**src/rtl/fuse_pkg.sv**
```systemverilog
package fuse_pkg;
  localparam int BUS_AW = 8;
  localparam logic [BUS_AW-1:0] OFF_CTRL  = 8'h00;
  localparam logic [BUS_AW-1:0] OFF_SET   = 8'h04;
  localparam logic [BUS_AW-1:0] OFF_CLR   = 8'h08;
  localparam logic [BUS_AW-1:0] OFF_TIM   = 8'h10;
  localparam logic [BUS_AW-1:0] OFF_PROG  = 8'h20;
  localparam logic [BUS_AW-1:0] OFF_TRIG  = 8'h30;
  localparam logic [BUS_AW-1:0] OFF_RDATA = 8'h40;

  localparam int BIT_BUSY = 8;
  localparam int BIT_ERR  = 9;
  localparam logic [31:0] CTRL_WMASK = 32'hFFFF_067F;
  localparam logic [31:0] TIM_MASK   = 32'h003F_FFFF;
  localparam logic [31:0] POISON     = 32'hBADA_BADA;

  typedef enum logic [1:0] {S_IDLE, S_PRE, S_STRB, S_POST} seq_state_e;

  function automatic logic [31:0] rom_word(input int unsigned idx);
    return idx * 32'h9E37_79B9 + 32'h0123_4567;
  endfunction
endpackage

```
**src/rtl/fuse_rom.sv**
```systemverilog
module fuse_rom #(
  parameter int DEPTH = 96,
  parameter int AW    = 7
) (
  input  logic [AW-1:0] addr,
  output logic [31:0]   data
);
  logic [31:0] mem [DEPTH];

  for (genvar i = 0; i < DEPTH; i++) begin : g_word
    assign mem[i] = fuse_pkg::rom_word(i);
  end

  assign data = ({1'b0, addr} < (AW+1)'(DEPTH)) ? mem[addr] : '0;
endmodule

```
**src/rtl/fuse_seq.sv**
```systemverilog
module fuse_seq
  import fuse_pkg::*;
#(
  parameter int DEPTH   = 96,
  parameter int AW      = 7,
  parameter int RELAX_W = 4,
  parameter int STRB_W  = 6
) (
  input  logic               clk,
  input  logic               rst_n,
  input  logic               start_i,
  input  logic [AW-1:0]      addr_i,
  input  logic [RELAX_W-1:0] relax_i,
  input  logic [STRB_W-1:0]  strb_i,
  output logic               busy_o,
  output logic               strobe_o,
  output logic               done_o,
  output logic               oob_o,
  output logic [31:0]        data_o
);
  localparam int CNT_W = (RELAX_W > STRB_W) ? RELAX_W : STRB_W;

  seq_state_e         state;
  logic [CNT_W-1:0]   cnt;
  logic [RELAX_W-1:0] relax_q;
  logic [STRB_W-1:0]  strb_q;
  logic [AW-1:0]      addr_q;
  logic [31:0]        rom_data;

  fuse_rom #(.DEPTH(DEPTH), .AW(AW)) u_rom (.addr(addr_q), .data(rom_data));

  always_ff @(posedge clk or negedge rst_n) begin
    if (!rst_n) begin
      state   <= S_IDLE;
      cnt     <= '0;
      relax_q <= '0;
      strb_q  <= '0;
      addr_q  <= '0;
      data_o  <= '0;
    end else begin
      case (state)
        S_IDLE: if (start_i) begin
          state   <= S_PRE;
          cnt     <= CNT_W'(relax_i);
          relax_q <= relax_i;
          strb_q  <= strb_i;
          addr_q  <= addr_i;
        end
        S_PRE: if (cnt == '0) begin
          state <= S_STRB;
          cnt   <= CNT_W'(strb_q);
        end else cnt <= cnt - CNT_W'(1);
        S_STRB: if (cnt == '0) begin
          state  <= S_POST;
          cnt    <= CNT_W'(relax_q);
          data_o <= rom_data;
        end else cnt <= cnt - CNT_W'(1);
        default: if (cnt == '0) state <= S_IDLE;
                 else cnt <= cnt - CNT_W'(1);
      endcase
    end
  end

  assign busy_o   = (state != S_IDLE);
  assign strobe_o = (state == S_STRB);
  assign done_o   = (state == S_POST) && (cnt == '0);
  assign oob_o    = ({1'b0, addr_q} >= (AW+1)'(DEPTH));

  // the strobe never opens a sequence and is always followed by relax
  assert_no_strobe_first_R6: assert property (@(posedge clk) disable iff (!rst_n)
    $rose(busy_o) |-> !strobe_o);
  assert_relax_after_strobe_R6: assert property (@(posedge clk) disable iff (!rst_n)
    $fell(strobe_o) |-> busy_o);
endmodule

```
**src/rtl/fuse_regs.sv**
```systemverilog
module fuse_regs
  import fuse_pkg::*;
#(
  parameter int AW      = 7,
  parameter int RELAX_W = 4,
  parameter int STRB_W  = 6
) (
  input  logic               clk,
  input  logic               rst_n,
  input  logic               bus_wr,
  input  logic [BUS_AW-1:0]  bus_addr,
  input  logic [31:0]        bus_wdata,
  output logic [31:0]        bus_rdata,
  input  logic               busy_i,
  input  logic               done_i,
  input  logic               oob_i,
  input  logic [31:0]        data_i,
  output logic               start_o,
  output logic [AW-1:0]      addr_o,
  output logic [RELAX_W-1:0] relax_o,
  output logic [STRB_W-1:0]  strb_o
);
  logic [31:0] ctrl_q, ctrl_d, tim_q, rdata_q, wmasked;
  logic wr_ctrl, wr_set, wr_clr, wr_tim, trig_fire, reject, fail;

  assign wmasked   = bus_wdata & CTRL_WMASK;
  assign wr_ctrl   = bus_wr && (bus_addr == OFF_CTRL);
  assign wr_set    = bus_wr && (bus_addr == OFF_SET);
  assign wr_clr    = bus_wr && (bus_addr == OFF_CLR);
  assign wr_tim    = bus_wr && (bus_addr == OFF_TIM);
  assign trig_fire = bus_wr && (bus_addr == OFF_TRIG) && (bus_wdata == 32'd1);
  assign reject    = trig_fire && (busy_i || ctrl_q[BIT_ERR]);
  assign start_o   = trig_fire && !reject;
  assign fail      = oob_i || ctrl_q[BIT_ERR];

  always_comb begin
    ctrl_d = ctrl_q;
    if (wr_ctrl) ctrl_d = wmasked;
    if (wr_set)  ctrl_d = ctrl_q | wmasked;
    if (wr_clr)  ctrl_d = ctrl_q & ~wmasked;
    if (reject || (done_i && fail)) ctrl_d[BIT_ERR] = 1'b1;
  end

  always_ff @(posedge clk or negedge rst_n) begin
    if (!rst_n) begin
      ctrl_q  <= '0;
      tim_q   <= '0;
      rdata_q <= '0;
    end else begin
      ctrl_q <= ctrl_d;
      if (wr_tim) tim_q <= bus_wdata & TIM_MASK;
      if (reject || (done_i && fail)) rdata_q <= POISON;
      else if (done_i)                rdata_q <= data_i;
    end
  end

  assign addr_o  = ctrl_q[AW-1:0];
  assign relax_o = tim_q[12 +: RELAX_W];
  assign strb_o  = tim_q[16 +: STRB_W];

  always_comb begin
    case (bus_addr)
      OFF_CTRL, OFF_SET, OFF_CLR: begin
        bus_rdata = ctrl_q;
        bus_rdata[BIT_BUSY] = busy_i;
      end
      OFF_TIM:   bus_rdata = tim_q;
      OFF_RDATA: bus_rdata = rdata_q;
      default:   bus_rdata = '0;
    endcase
  end

  assert_start_when_free_R5: assert property (@(posedge clk) disable iff (!rst_n)
    start_o |-> (!busy_i && !ctrl_q[BIT_ERR]));
  assert_oob_flags_err_R8: assert property (@(posedge clk) disable iff (!rst_n)
    (done_i && oob_i) |=> (ctrl_q[BIT_ERR] && rdata_q == POISON));
  assert_collision_poison_R9: assert property (@(posedge clk) disable iff (!rst_n)
    (trig_fire && busy_i) |=> (ctrl_q[BIT_ERR] && rdata_q == POISON));
  assert_err_sticky_R10: assert property (@(posedge clk) disable iff (!rst_n)
    (ctrl_q[BIT_ERR] && !wr_ctrl && !wr_clr) |=> ctrl_q[BIT_ERR]);
endmodule

```
**src/rtl/fuse_read_ctrl.sv**
```systemverilog
module fuse_read_ctrl
  import fuse_pkg::*;
#(
  parameter int DEPTH   = 96,
  parameter int AW      = 7,
  parameter int RELAX_W = 4,
  parameter int STRB_W  = 6
) (
  input  logic              clk,
  input  logic              rst_n,
  input  logic              bus_wr,
  input  logic [BUS_AW-1:0] bus_addr,
  input  logic [31:0]       bus_wdata,
  output logic [31:0]       bus_rdata,
  output logic              busy,
  output logic              fuse_strobe
);
  logic               start, done, oob;
  logic [31:0]        data;
  logic [AW-1:0]      addr;
  logic [RELAX_W-1:0] relax;
  logic [STRB_W-1:0]  strb;

  fuse_regs #(.AW(AW), .RELAX_W(RELAX_W), .STRB_W(STRB_W)) u_regs (
    .clk(clk), .rst_n(rst_n), .bus_wr(bus_wr), .bus_addr(bus_addr),
    .bus_wdata(bus_wdata), .bus_rdata(bus_rdata), .busy_i(busy),
    .done_i(done), .oob_i(oob), .data_i(data), .start_o(start),
    .addr_o(addr), .relax_o(relax), .strb_o(strb));

  fuse_seq #(.DEPTH(DEPTH), .AW(AW), .RELAX_W(RELAX_W), .STRB_W(STRB_W)) u_seq (
    .clk(clk), .rst_n(rst_n), .start_i(start), .addr_i(addr),
    .relax_i(relax), .strb_i(strb), .busy_o(busy), .strobe_o(fuse_strobe),
    .done_o(done), .oob_o(oob), .data_o(data));
endmodule

```
**config.mk**
```make
export PLATFORM = sky130hd
export DESIGN_NAME = fuse_read_ctrl
export DESIGN_NICKNAME = d
export VERILOG_FILES = /design/src/rtl/fuse_pkg.sv /design/src/rtl/fuse_rom.sv /design/src/rtl/fuse_seq.sv /design/src/rtl/fuse_regs.sv /design/src/rtl/fuse_read_ctrl.sv
export SDC_FILE = /design/constraint.sdc
export NUM_CORES = 1
export LEC_CHECK = 0
export BUFFER_PORTS_ARGS = -buffer_cell sky130_fd_sc_hd__buf_2
export CORE_UTILIZATION = 45
export DETAILED_ROUTE_END_ITERATION = 8
export GPL_ROUTABILITY_DRIVEN = 0
export PLACE_DENSITY = 0.65
export SLEW_MARGIN = 40
export SYNTH_ARGS = -nofsm -noshare
export SYNTH_HDL_FRONTEND = slang
export SYNTH_SLANG_ARGS = --single-unit
```
**constraint.sdc**
```tcl
create_clock -name clk -period 3.7 [get_ports clk]
set_input_delay 0.74 -clock clk [delete_from_list [all_inputs] [get_ports clk]]
set_output_delay 0.74 -clock clk [all_outputs]
set_load 0.05 [all_outputs]
```
==> key figures <==
Detailed routing
  • Post-route ant nets: 0
  • First-pass detailed-route iteration total: 7
  • Per-cell routed wire length: 23.09 um
  • Vias per inst: 6.772
  • Residual DRC count: 0
  • Detailed Route WL: 31890 um
  • Initial drt markers: 1031
  • Via count: 9352

Worst setup path
  • Crit path required time: 2.96 ns
  • Crit Path Class: input pin to output pin
  • Worst path slowest cell: or4_4
  • Critical Path Most Common Cell: buf_2
  • CP Cell Sequence: buf_2 -> or4_4 -> nand2b_4 -> nor3b_4 -> buf_4 -> a222oi_1 -> inv_1 -> buf_2
  • Startpoint Class: input pin
  • Worst Path Arrival: 2.62 ns
  • Top fanout value on the critical path: 19
  • Critical Path Max Stage Delay: 0.58 ns
  • Crit. End Element: output pin

Logic synthesis
  • Synth Instances: 1066
  • Synth area leaders: dfrtp_1 36%, a22o_1 5.2%, o21ai_0 5.2%, a21oi_1 2.7%, clkbuf_1 2.7%
  • Number of synthesized flops with an enable pin: 0
  • Synth warn: 0
  • Asr flop ratio synth: 100.0%
  • Mean Syn Cell Area: 8.930 um2
  • Sequential area share after synthesis: 35.75%
  • Unique masters post-synth: 89
  • Area share of the largest cell type after synthesis: 35.75%
  • Synthesized area: 0.009519 mm2
  • Seq cells post-synth: 136
  • Top_reg_cell synth: dfrtp_1
  • Synth area leader: dfrtp_1
  • Net Count, Synth: 1129

Run
  • Max-cap violations: 0

Place
  • DP HPWL: 22950 um
  • DP Worst Slack: 0.3434 ns
  • Port Buf Inserts: 76

Die
  • Top Ports: 77
  • # rows: 52
  • Starting Density: 46.45%
  • Die ar.: 0.02174 mm2
  • Die Width: 147.4 um
  • Core area: 0.02049 mm2
  • Die Height: 147.4 um

Pwr
  • Leakage: 4.680 nW
  • Peak supply drop: 0.0003057 V
  • Final Power: 3.328 mW
  • Pwr dens: 310.1 mW/mm2

Cells and area
  • NumNets Final: 1162
  • Area delta synth->final: 12.72%
  • Inserted Diodes: 0
  • Share of cells above drive strength 1: 18.54%

STA
  • # setup viols final: 0
  • Part of the cycle the worst path needs: 90.92%
  • Setup WS post-layout: 0.3358 ns
  • Tmin final: 3.364 ns
  • RSZ-0062 raised after global routing: false
  • Final Hold Fails: 0
  • Worst slew margin relative to its limit: 44.66%
  • Fin Hold WS: 0.3381 ns
  • F_max: 297.2 MHz
  • Setup Skew: 0.01276 ns
  • Max Slew Vio Count: 0
  • Fin Setup TNS: 0 ns
  • Slew @ Worst Pin: 0.8270 ns

Clock network
  • CTS H-tree depth: 4
  • Post-CTS setup buffer count: 0
  • Clock Tree Buf Depth: 2
  • Post_cts resized: 0
  • Worst-skew pair later-pin latency: 0.42 ns
  • Hold_buf cts: 0
  • Clk root buf: clkbuf_16
  • Number of CTS-inserted buffers: 17
  • Clk slew on worst S/H paths: 0.06 ns
  • CTS tree: yes
  • # clock sinks: 136

GRT
  • Largest net degree at the start of global routing: 75
  • Met3 usage: 5.586%
  • Vias in the first global route: 8657
  • Met2 Use GR: 43.84%
  • GR peak layer: met2
  • Initial antenna violation count: 0
  • GR Util met1: 43.46%
  • Grt ovf: 0
  • First-pass GRT wire length: 50850 um
  • Tot GR Track Use: 30.00%

Status
  • Outcome: finished, final reports clean

Worst hold path
  • Min-Delay Path Class: input pin to asynchronous set/reset pin
[cell usage after synthesis, types with 4 or more instances]
cell       count
dfrtp_1      136
o21ai_0       99
clkbuf_1      69
nand2_1       69
nor2_1        59
a22o_1        57
a21oi_1       52
inv_1         30
nor3_1        29
buf_2         26
mux2_2        23
nor2b_1       23
nand2b_1      21
ha_1          20
mux2_1        20
o22a_1        20
nand3_1       16
o311ai_0      16
a222oi_1      15
a31oi_1       15
o211ai_1      15
a211oi_1      14
a22oi_1       14
o31ai_1       13
a311oi_1      11
a32o_1        10
mux2i_1       10
o22ai_1       10
a221oi_1       9
nor4_1         8
buf_1          7
a21o_1         6
and2_1         6
o21a_1         6
a211o_1        5
and3_1         5
o221ai_1       5
or3_1          5
a2111oi_0      4
a2bb2oi_1      4
nor4b_1        4
o221a_2        4
[path summary, 6_finish.rpt]
kind	startpoint	to	slack (ns)	cells past startpoint
setup / recovery	bus_addr[1]	bus_rdata[1]	0.34	8
hold / removal	rst_n	u_regs.ctrl_q[28]	0.34	1
setup reg to reg	u_seq.cnt[0]	u_seq.data_o[27]	0.91	8
hold reg to reg	u_seq.data_o[2]	u_seq.data_o[2]	0.49	2
max in group asynchronous	rst_n	u_seq.addr_q[3]	2.53	2
min in group clk	u_seq.data_o[2]	u_seq.data_o[2]	0.49	2
[through the flow]
stage               area [um2]  instances  utilization [%]
floorplan                 9519       1066                -
global placement         10160       1350            49.56
detailed placement       10160       1350            49.59
CTS                      10730       1381            52.36
global route             10730       1381            52.36
finish                   10730       1381            52.36
[cell type report]
type / instances / area, um2
Fill cell: 1869 / 9764
Multi-Input combinational cell: 791 / 5555
Sequential cell: 136 / 3410
Timing Repair Buffer: 122 / 744.5
Clock buffer: 20 / 466.7
Tap cell: 270 / 337.8
Inverter: 31 / 116.4
Clock inverter: 11 / 100.1
[logic make-up after synthesis]
| kind of cell | count (synthesis) | synth area share, % |
|---|---|---|
| compound gates | 435 | 33.16 |
| buf+inv | 139 | 6.112 |
| xor+xnor | 4 | 0.3681 |
| fa+ha+maj | 20 | 2.629 |
| simple gates | 278 | 15.60 |
| mux | 54 | 6.375 |
| flops | 136 | 35.75 |
[layout by cell type, fill, tap and decap left out, types with 17 or more instances in the layout]
cell       Yosys  final
dfrtp_1      136    133
o21ai_0       99     99
buf_2         26     75
nand2_1       69     68
nor2_1        59     59
a22o_1        57     57
a21oi_1       52     52
buf_4          3     45
inv_1         30     30
nor3_1        29     29
nor2b_1       23     23
mux2_2        23     23
nand2b_1      21     21
o22a_1        20     20
mux2_1        20     20
ha_1          20     20
clkbuf_16      0     17
[worst max-delay path, delay by kind of cell]
family,cells,cell delay [ns]
AND/OR/NAND/NOR,3,1.00
buffers and inverters,4,0.70
AO/OA/AOI/OAI,1,0.16
[power breakdown]
part           leakage (nW)  internal (mW)  switching, mW
registers              1.68           1.53         0.0359
logic                  2.73         0.0574         0.0922
clock network         0.278          0.972          0.645
total                  4.68           2.55          0.774
[routing by layer]
metal / part of all wire (%) / vias up
li1: - / 4183
met1: 44 / 4525
met2: 43 / 549
met3: 9.0 / 95
met4: 3.9 / 0
met5: 0 / -
[flip-flops by register name, indices dropped and copies added, names as in the netlist]
signal and count:
u_regs.rdata_q 32, u_seq.data_o 32, u_regs.ctrl_q 25, u_regs.tim_q 22, u_seq.addr_q 7, u_seq.cnt 6, u_seq.strb_q 6, u_seq.relax_q 4
u_seq.state 2
Note: power is estimated with default switching activity, not from simulation.
